[src/rtl/frac_tick_pkg.sv]
package frac_tick_pkg;

  // Accumulator width: enough for the modulus plus one guard bit.
  function automatic int acc_width(int unsigned modulus);
    return $clog2(modulus) + 1;
  endfunction

  // Width that can hold any increment from 1 to the modulus.
  function automatic int inc_width(int unsigned modulus);
    return $clog2(modulus + 1);
  endfunction

  function automatic bit is_pow2(int unsigned modulus);
    return (modulus != 0) && ((modulus & (modulus - 1)) == 0);
  endfunction

endpackage

[src/rtl/frac_tick_step.sv]
// Combinational next-phase logic. Two wrap tests are available and the
// modulus picks one at elaboration.
module frac_tick_step #(
  parameter int unsigned MODULUS = 100,
  parameter int          AW      = 8,
  parameter bit          POW2    = 1'b0
) (
  input  logic [AW-1:0] acc,
  input  logic [AW-1:0] inc,
  output logic          wrap,
  output logic [AW-1:0] nxt
);

  localparam logic [AW-1:0] MOD_V = AW'(MODULUS);

  generate
    if (POW2) begin : g_carry
      // Modulus = 2^(AW-1): the guard bit itself is the wrap flag.
      always_comb begin
        wrap = acc[AW-1];
        nxt  = {1'b0, acc[AW-2:0]} + inc;
      end
    end else begin : g_compare
      always_comb begin
        wrap = (acc >= MOD_V);
        if (wrap) nxt = acc + inc - MOD_V;
        else      nxt = acc + inc;
      end
    end
  endgenerate

endmodule

[src/rtl/frac_tick_accum.sv]
// Phase register and strobe register.
module frac_tick_accum #(
  parameter int AW = 8
) (
  input  logic          clk,
  input  logic          rst_n,
  input  logic          run,
  input  logic          wrap,
  input  logic [AW-1:0] nxt,
  output logic [AW-1:0] acc_q,
  output logic          tick
);

  always_ff @(posedge clk or negedge rst_n) begin
    if (!rst_n) begin
      acc_q <= '0;
      tick  <= 1'b0;
    end else if (run) begin
      acc_q <= nxt;
      tick  <= wrap;
    end else begin
      tick  <= 1'b0;
    end
  end

  // A stalled cycle keeps the phase and gives no strobe.
  assert_hold_R5: assert property (@(posedge clk) disable iff (!rst_n)
    !run |=> ($stable(acc_q) && !tick));

endmodule

[src/rtl/frac_tick_gen.sv]
module frac_tick_gen
  import frac_tick_pkg::*;
#(
  parameter int unsigned MODULUS      = 50_000_000,
  parameter int unsigned INC          = 230_400,
  parameter bit          USE_INC_PORT = 1'b0
) (
  input  logic                                 clk,
  input  logic                                 rst_n,
  input  logic                                 run,
  input  logic [$clog2(MODULUS+1)-1:0]         inc_in,
  output logic                                 tick
);

  localparam int              AW    = acc_width(MODULUS);
  localparam int              IW    = inc_width(MODULUS);
  localparam bit              POW2  = is_pow2(MODULUS);
  localparam logic [AW-1:0]   MOD_V = AW'(MODULUS);

  logic [IW-1:0] inc_w;
  logic [AW-1:0] inc_ext;
  logic [AW-1:0] acc_q;
  logic [AW-1:0] nxt;
  logic          wrap;

  generate
    if (USE_INC_PORT) begin : g_inc_port
      assign inc_w = inc_in;
    end else begin : g_inc_param
      if (INC < 1 || INC > MODULUS) begin : g_bad_inc
        $error("frac_tick_gen: INC must lie in 1..MODULUS");
      end
      logic unused_inc;
      assign unused_inc = ^inc_in;
      assign inc_w      = IW'(INC);
    end
  endgenerate

  assign inc_ext = AW'(inc_w);

  frac_tick_step #(
    .MODULUS (MODULUS),
    .AW      (AW),
    .POW2    (POW2)
  ) u_step (
    .acc  (acc_q),
    .inc  (inc_ext),
    .wrap (wrap),
    .nxt  (nxt)
  );

  frac_tick_accum #(
    .AW (AW)
  ) u_accum (
    .clk   (clk),
    .rst_n (rst_n),
    .run   (run),
    .wrap  (wrap),
    .nxt   (nxt),
    .acc_q (acc_q),
    .tick  (tick)
  );

  // Reset leaves a cleared phase and a quiet strobe.
  assert_reset_R1: assert property (@(posedge clk)
    !rst_n |-> (!tick && acc_q == '0));

  // A step taken from at or above the modulus strobes on the next cycle.
  assert_wrap_tick_R3: assert property (@(posedge clk) disable iff (!rst_n)
    (run && acc_q >= MOD_V) |=> tick);

  // A step taken from below the modulus does not strobe.
  assert_no_wrap_R2: assert property (@(posedge clk) disable iff (!rst_n)
    (run && acc_q < MOD_V) |=> !tick);

  // The increment in use stays in its legal range.
  assert_inc_legal_R7: assert property (@(posedge clk) disable iff (!rst_n)
    run |-> (inc_w != '0 && 32'(inc_w) <= MODULUS));

  // The guard bit prevents any wrap from being lost.
  assert_no_overflow_R9: assert property (@(posedge clk) disable iff (!rst_n)
    32'(acc_q) < 2 * MODULUS);

endmodule

[config.mk]
export PLATFORM = sky130hd
export DESIGN_NAME = frac_tick_gen
export DESIGN_NICKNAME = d
export VERILOG_FILES = /design/src/rtl/frac_tick_pkg.sv /design/src/rtl/frac_tick_step.sv /design/src/rtl/frac_tick_accum.sv /design/src/rtl/frac_tick_gen.sv
export SDC_FILE = /design/constraint.sdc
export NUM_CORES = 1
export LEC_CHECK = 0
export ABC_AREA = 1
export ABC_CLOCK_PERIOD_IN_PS = 2200
export BUFFER_PORTS_ARGS = -buffer_cell sky130_fd_sc_hd__clkbuf_2
export CORE_MARGIN = 4
export CORE_UTILIZATION = 58
export CTS_BUF_LIST = sky130_fd_sc_hd__clkbuf_2
export DETAILED_ROUTE_END_ITERATION = 10
export GPL_ROUTABILITY_DRIVEN = 0
export HOLD_SLACK_MARGIN = 0.05
export PLACE_DENSITY = 0.81
export SLEW_MARGIN = 15
export SYNTH_ARGS = -nofsm -noshare
export SYNTH_HDL_FRONTEND = slang
export SYNTH_SLANG_ARGS = --single-unit
[constraint.sdc]
create_clock -name clk -period 2.2 [get_ports clk]
set_input_delay 0.44 -clock clk [delete_from_list [all_inputs] [get_ports clk]]
set_output_delay 0.44 -clock clk [all_outputs]
set_load 0.05 [all_outputs]
After elaboration in Yosys (flattened, before gate mapping) --
Cells that the tools add are included.
Word-level totals: bits in registers 28, logic and storage cells 7
Cells by class: add/sub/neg operators 2, magnitude comparators 1, multiplexer cells 2
Operator list (count):
- adder 27 x 18 -> 27 bit, second input constant | 1
- greater-or-equal comparator 27 x 26 -> 1 bit, second input constant | 1
- two-way mux 27 bit | 1
- subtractor 27 x 26 -> 27 bit, second input constant | 1
- two-way mux 1 bit | 1

Logic depth before layout (Yosys ltp) --
depth in word-level cells 3, mapped depth 17, depth with buffers taken out 17

By module --
From an unflattened synthesis, not the netlist that was laid out.
Unflattened totals: cell total of the unflattened synthesis 701, area total of the unflattened synthesis 4007.6 µm²
Modules (own cells, without submodules):
- frac_tick_step | instances 1, cells an instance 582, area an instance 2935.3 µm², seq. area each 0.0 µm²
- frac_tick_accum | instances 1, cells an instance 117, area an instance 1064.8 µm², seq. area each 700.7 µm²
- frac_tick_gen | instances 1, cells an instance 2, area an instance 7.5 µm², seq. area each 0.0 µm²

Least setup slack after synthesis --
No wires, ideal clock.
path kind register -> register, from reg u_accum.acc_q[10], to reg u_accum.acc_q[25], setup time 117 ps, arrival time 1676 ps, setup slack 407 ps, stages on the path, launching flop included 15, period minus slack after synthesis 1793 ps, path through dfrtp_1 -> ha_1 -> nand2_2 -> inv_2 -> nand2_4 -> nand2_2 -> nand2_4 -> xor2_2 -> nand3_1 -> nor2_1 -> nand2_1 -> nand2_1 -> nand3_1 -> nand3_1 -> nand2_1
Between the ends: longest elaborated chain between the ends 3, elaborated cells on any way between the ends 4
Ends and longest elaborated chain:
- start, declared | line frac_tick_accum.sv:10 | output logic [AW-1:0] acc_q,
- start signal, assigned | line frac_tick_accum.sv:19 | acc_q <= nxt;
- adder 27 x 18 -> 27 bit | line frac_tick_step.sv:26, frac_tick_step.sv:27
- subtractor 27 x 26 -> 27 bit | line frac_tick_step.sv:26 | if (wrap) nxt = acc + inc - MOD_V;
- two-way mux 27 bit (*) | line frac_tick_step.sv:26
Every way passes the cells marked *; elsewhere a longest branch is shown, timed or not. A chain may end at the register's enable or synchronous reset.

Worst setup path after layout --
from reg u_accum.acc_q[10], to reg u_accum.acc_q[23]
Same word-level chain as after synthesis.

==> summary.md <==
| Metric | Value |
|---|---|
| Syn-to-layout area delta | `7.09%` |
| Status | `complete, no violations` |
| Port-buffer cells | `3` |
| Drt first-iter violations | `118` |
| CTS Root Buffer Type | `clkbuf_2` |
| Clock latency on the worst-skew pair | `0.35 ns` |
| Vias in the first global route | `roughly 1400` |
| First-pass GRT wire length | `6.56 mm` |
| Seq/Total Area, Yosys | `29.5%` |
| Final net count | `303` |
| End of the critical path | `u_accum.acc_q[23]` |
| Fmax achieved | `496 MHz` |
| Fin area | `about 0.0019 mm²` |
| Drt first pass iters | `5` |
| Synth Net Count | `297` |
| Bufs on Longest Clock Path | `2` |
| Die ar. | `between 0.004 and 0.005 mm²` |
| Synth warn | `0` |
| Crit-path max cell delay | `0.46 ns` |
| Via count | `1725` |
| Crit end category | `register` |
| CTS HTree Levels | `1` |
| Die Y | `63.4 µm` |
| Post-DP HPWL | `2.98 mm` |
| Total power | `2850 µW` |
| Vias/cell | `5.73` |
| Antenna Nets Post-Route | `0` |
| WS Path Type | `reg2reg` |
| CORE AREA | `0.00285 mm²` |
| Layout fillers | `254` |
| Worst reg2reg startpoint | `u_accum.acc_q[10]` |
| R2R setup slack | `0.19 ns` |
| Reported max-cap violation count | `0` |
| Die width | `63.4 µm` |
| Drt total wl | `4.00 mm` |
| Worst R2R Path Depth | `15` |
| # IOs | `30` |
| Row Count | `19` |
| Worst hold slack | `0.464 ns` |
| CTS tree | `yes` |
| Initial Util | `62.5%` |
| Worst-path cell chain | `ha_2, nand2_4, inv_2, nand2_4, nand2_1, xor2_2, inv_2, nand2_2, nand2_1, nand2_1, nand2_2, nor2_2, nand3_1, nand3_1, o21ai_2` |
| GR Overflow Total | `0` |
| Max-slew violations | `0` |
| Rel. slew slack | `roughly 66%` |
| Hold Fails Final Rpt | `0` |
| Post-synth cell types | `28` |
| Ant diodes | `0` |
| LEAKAGE | `0.000932 µW` |
| Clk sink count | `21` |
| Period utilization | `91.6%` |
| Placed instance area | `0.00182 mm²` |
| # Post-CTS Setup Buffers | `0` |
| CP arrival | `2.27 ns` |
| Peak supply drop | `0.977 mV` |
| Mapped Area | `about 0.0018 mm²` |
| Final setup violation count | `0` |
| Tightest Hold Check Type | `in2reg` |
| Power per cell area | `1490 mW/mm²` |
| Synthesized area per cell | `6.72 µm²` |
| Fin Clk Skew | `0.0103 ns` |
| Fin crit period | `2.01 ns` |
| Number of buffers created by CTS | `3` |
| Critical-path maximum fanout | `5` |
| Dpl ws | `0.125 ns` |
| Clock slew at reported path FFs | `0.21 ns` |
| Ratio of cells with drive above 1 in the final layout | `between 10% and 20%` |
| Worst Path Required | `2.45 ns` |
| PnR worst setup slack | `0.185 ns` |
| Number of synthesized register bits | `21` |
| Largest net degree at the start of global routing | `22` |
| CP Launch Point | `u_accum.acc_q[10]` |
| Antenna violations before repair | `0` |
| Mean routed wirelength per cell | `13.3 µm` |
| Startpoint types | `register` |
| DRC viols | `0` |
| Crit path top cell by count | `nand2_1` |
| GRT Total Usage | `between 20% and 30%` |
| Tightest Pin Transition | `0.510 ns` |
| Cells after Synth | `265` |
| CP max-delay cell | `dfrtp_1` |
| Reg-to-Reg End | `u_accum.acc_q[23]` |
==> kinds of logic (layout without fill, tap and decap cells) <==
group           count (synthesis)  after routing  share of synthesized area (%)
flops                          21             21                           29.5
compound gates                 34             34                           10.3
simple gates                  147            147                           39.0
buf+inv                        43             48                           9.90
xor+xnor                       17             17                           9.20
fa+ha+maj                       3              3                           2.11
==> cells in the mapped netlist (all sizes together) <==
library cell | n | area, µm²
nand2 | 75 | 327
inv | 38 | 143
nand3 | 34 | 175
nor2 | 27 | 116
o21ai | 22 | 114
dfrtp | 21 | 526
xor2 | 13 | 129
a21oi | 8 | 40.0
nand4 | 8 | 50.1
xnor2 | 4 | 35.0
buf | 3 | 22.5
ha | 3 | 37.5
clkbuf | 2 | 11.3
nor3 | 2 | 21.3
o21bai | 2 | 15.0
a31oi | 1 | 6.26
nor4 | 1 | 6.26
o211ai | 1 | 7.51
==> how the worst min path moves through the flow <==
stage,slack (ns),endpoint,startpoint,cells after the start
after floorplan,0.14,u_accum.acc_q[10],rst_n,0
after global placement,0.44,u_accum.acc_q[14],rst_n,1
after detailed placement,0.44,u_accum.acc_q[14],rst_n,1
after CTS,0.45,u_accum.acc_q[19],run,2
after global routing,0.45,u_accum.acc_q[23],run,2
final,0.46,u_accum.acc_q[23],run,2
==> per-stage QoR <==
stage	std cells	util [%]	TNS, ns
2_1_floorplan	265	-	0
3_3_place_gp	296	63.7	0
3_5_place_dp	296	63.7	0
4_1_cts	301	64.8	0
5_1_grt	301	66.9	-0.0000866
6_report	301	66.9	0
==> power breakdown <==
| group | internal (µW) | switching, µW | total [µW] | leakage (µW) |
|---|---|---|---|---|
| Clock | 42.2 | 133 | 175 | 0.0000126 |
| Combinational | 630 | 1230 | 1860 | 0.000663 |
| Sequential | 573 | 238 | 811 | 0.000257 |
==> layout make-up <==
cell class	count	area, µm²	area share (%)
clock inverter	1	7.51	0.393
clock buffer	3	15.0	0.787
tap	31	38.8	2.03
inverter	38	143	7.48
timing repair buffer	6	40.0	2.10
sequential	21	528	27.7
multi-input combinational	201	1140	59.5
==> critical path, delay by kind of cell, from the launching register on <==
family          cells  cell delay, ns
compound gates      1            0.07
xor+xnor            1            0.22
fa+ha+maj           1            0.22
buf+inv             2            0.13
flops               1            0.46
simple gates       10            0.83
==> metal layers <==
| layer | track usage, % | up-vias | wire length, µm |
|---|---|---|---|
| met5 | 0 | - | 0 |
| met4 | 3.23 | 0 | 25 |
| met3 | 3.91 | 2 | 238 |
| met2 | 31.4 | 58 | 1840 |
| met1 | 30.2 | 807 | 1900 |
| li1 | - | 858 | - |
==> cells in the final DEF (no fill, tap or decap), types with 6 or more instances in the layout <==
master,n
nand2_1,63
nand3_1,32
inv_1,30
nor2_1,24
dfrtp_1,19
o21ai_0,18
xor2_1,10
inv_2,8
nand4_1,8
nand2_2,8
a21oi_1,6
clkbuf_2,6
==> registers in the layout, summed over array words and instances (netlist names) <==
| name | flops |
|---|---|
| u_accum.acc_q | 20 |
| u_accum.tick | 1 |
==> repair_timing <==
item	4_1_cts	5_1_grt
resized for setup	0	13
endpoints found under the hold margin	21	0
hold buffers	1	0
endpoints found under the setup margin	0	5
No activity file was read; power rests on OpenSTA's default activity.
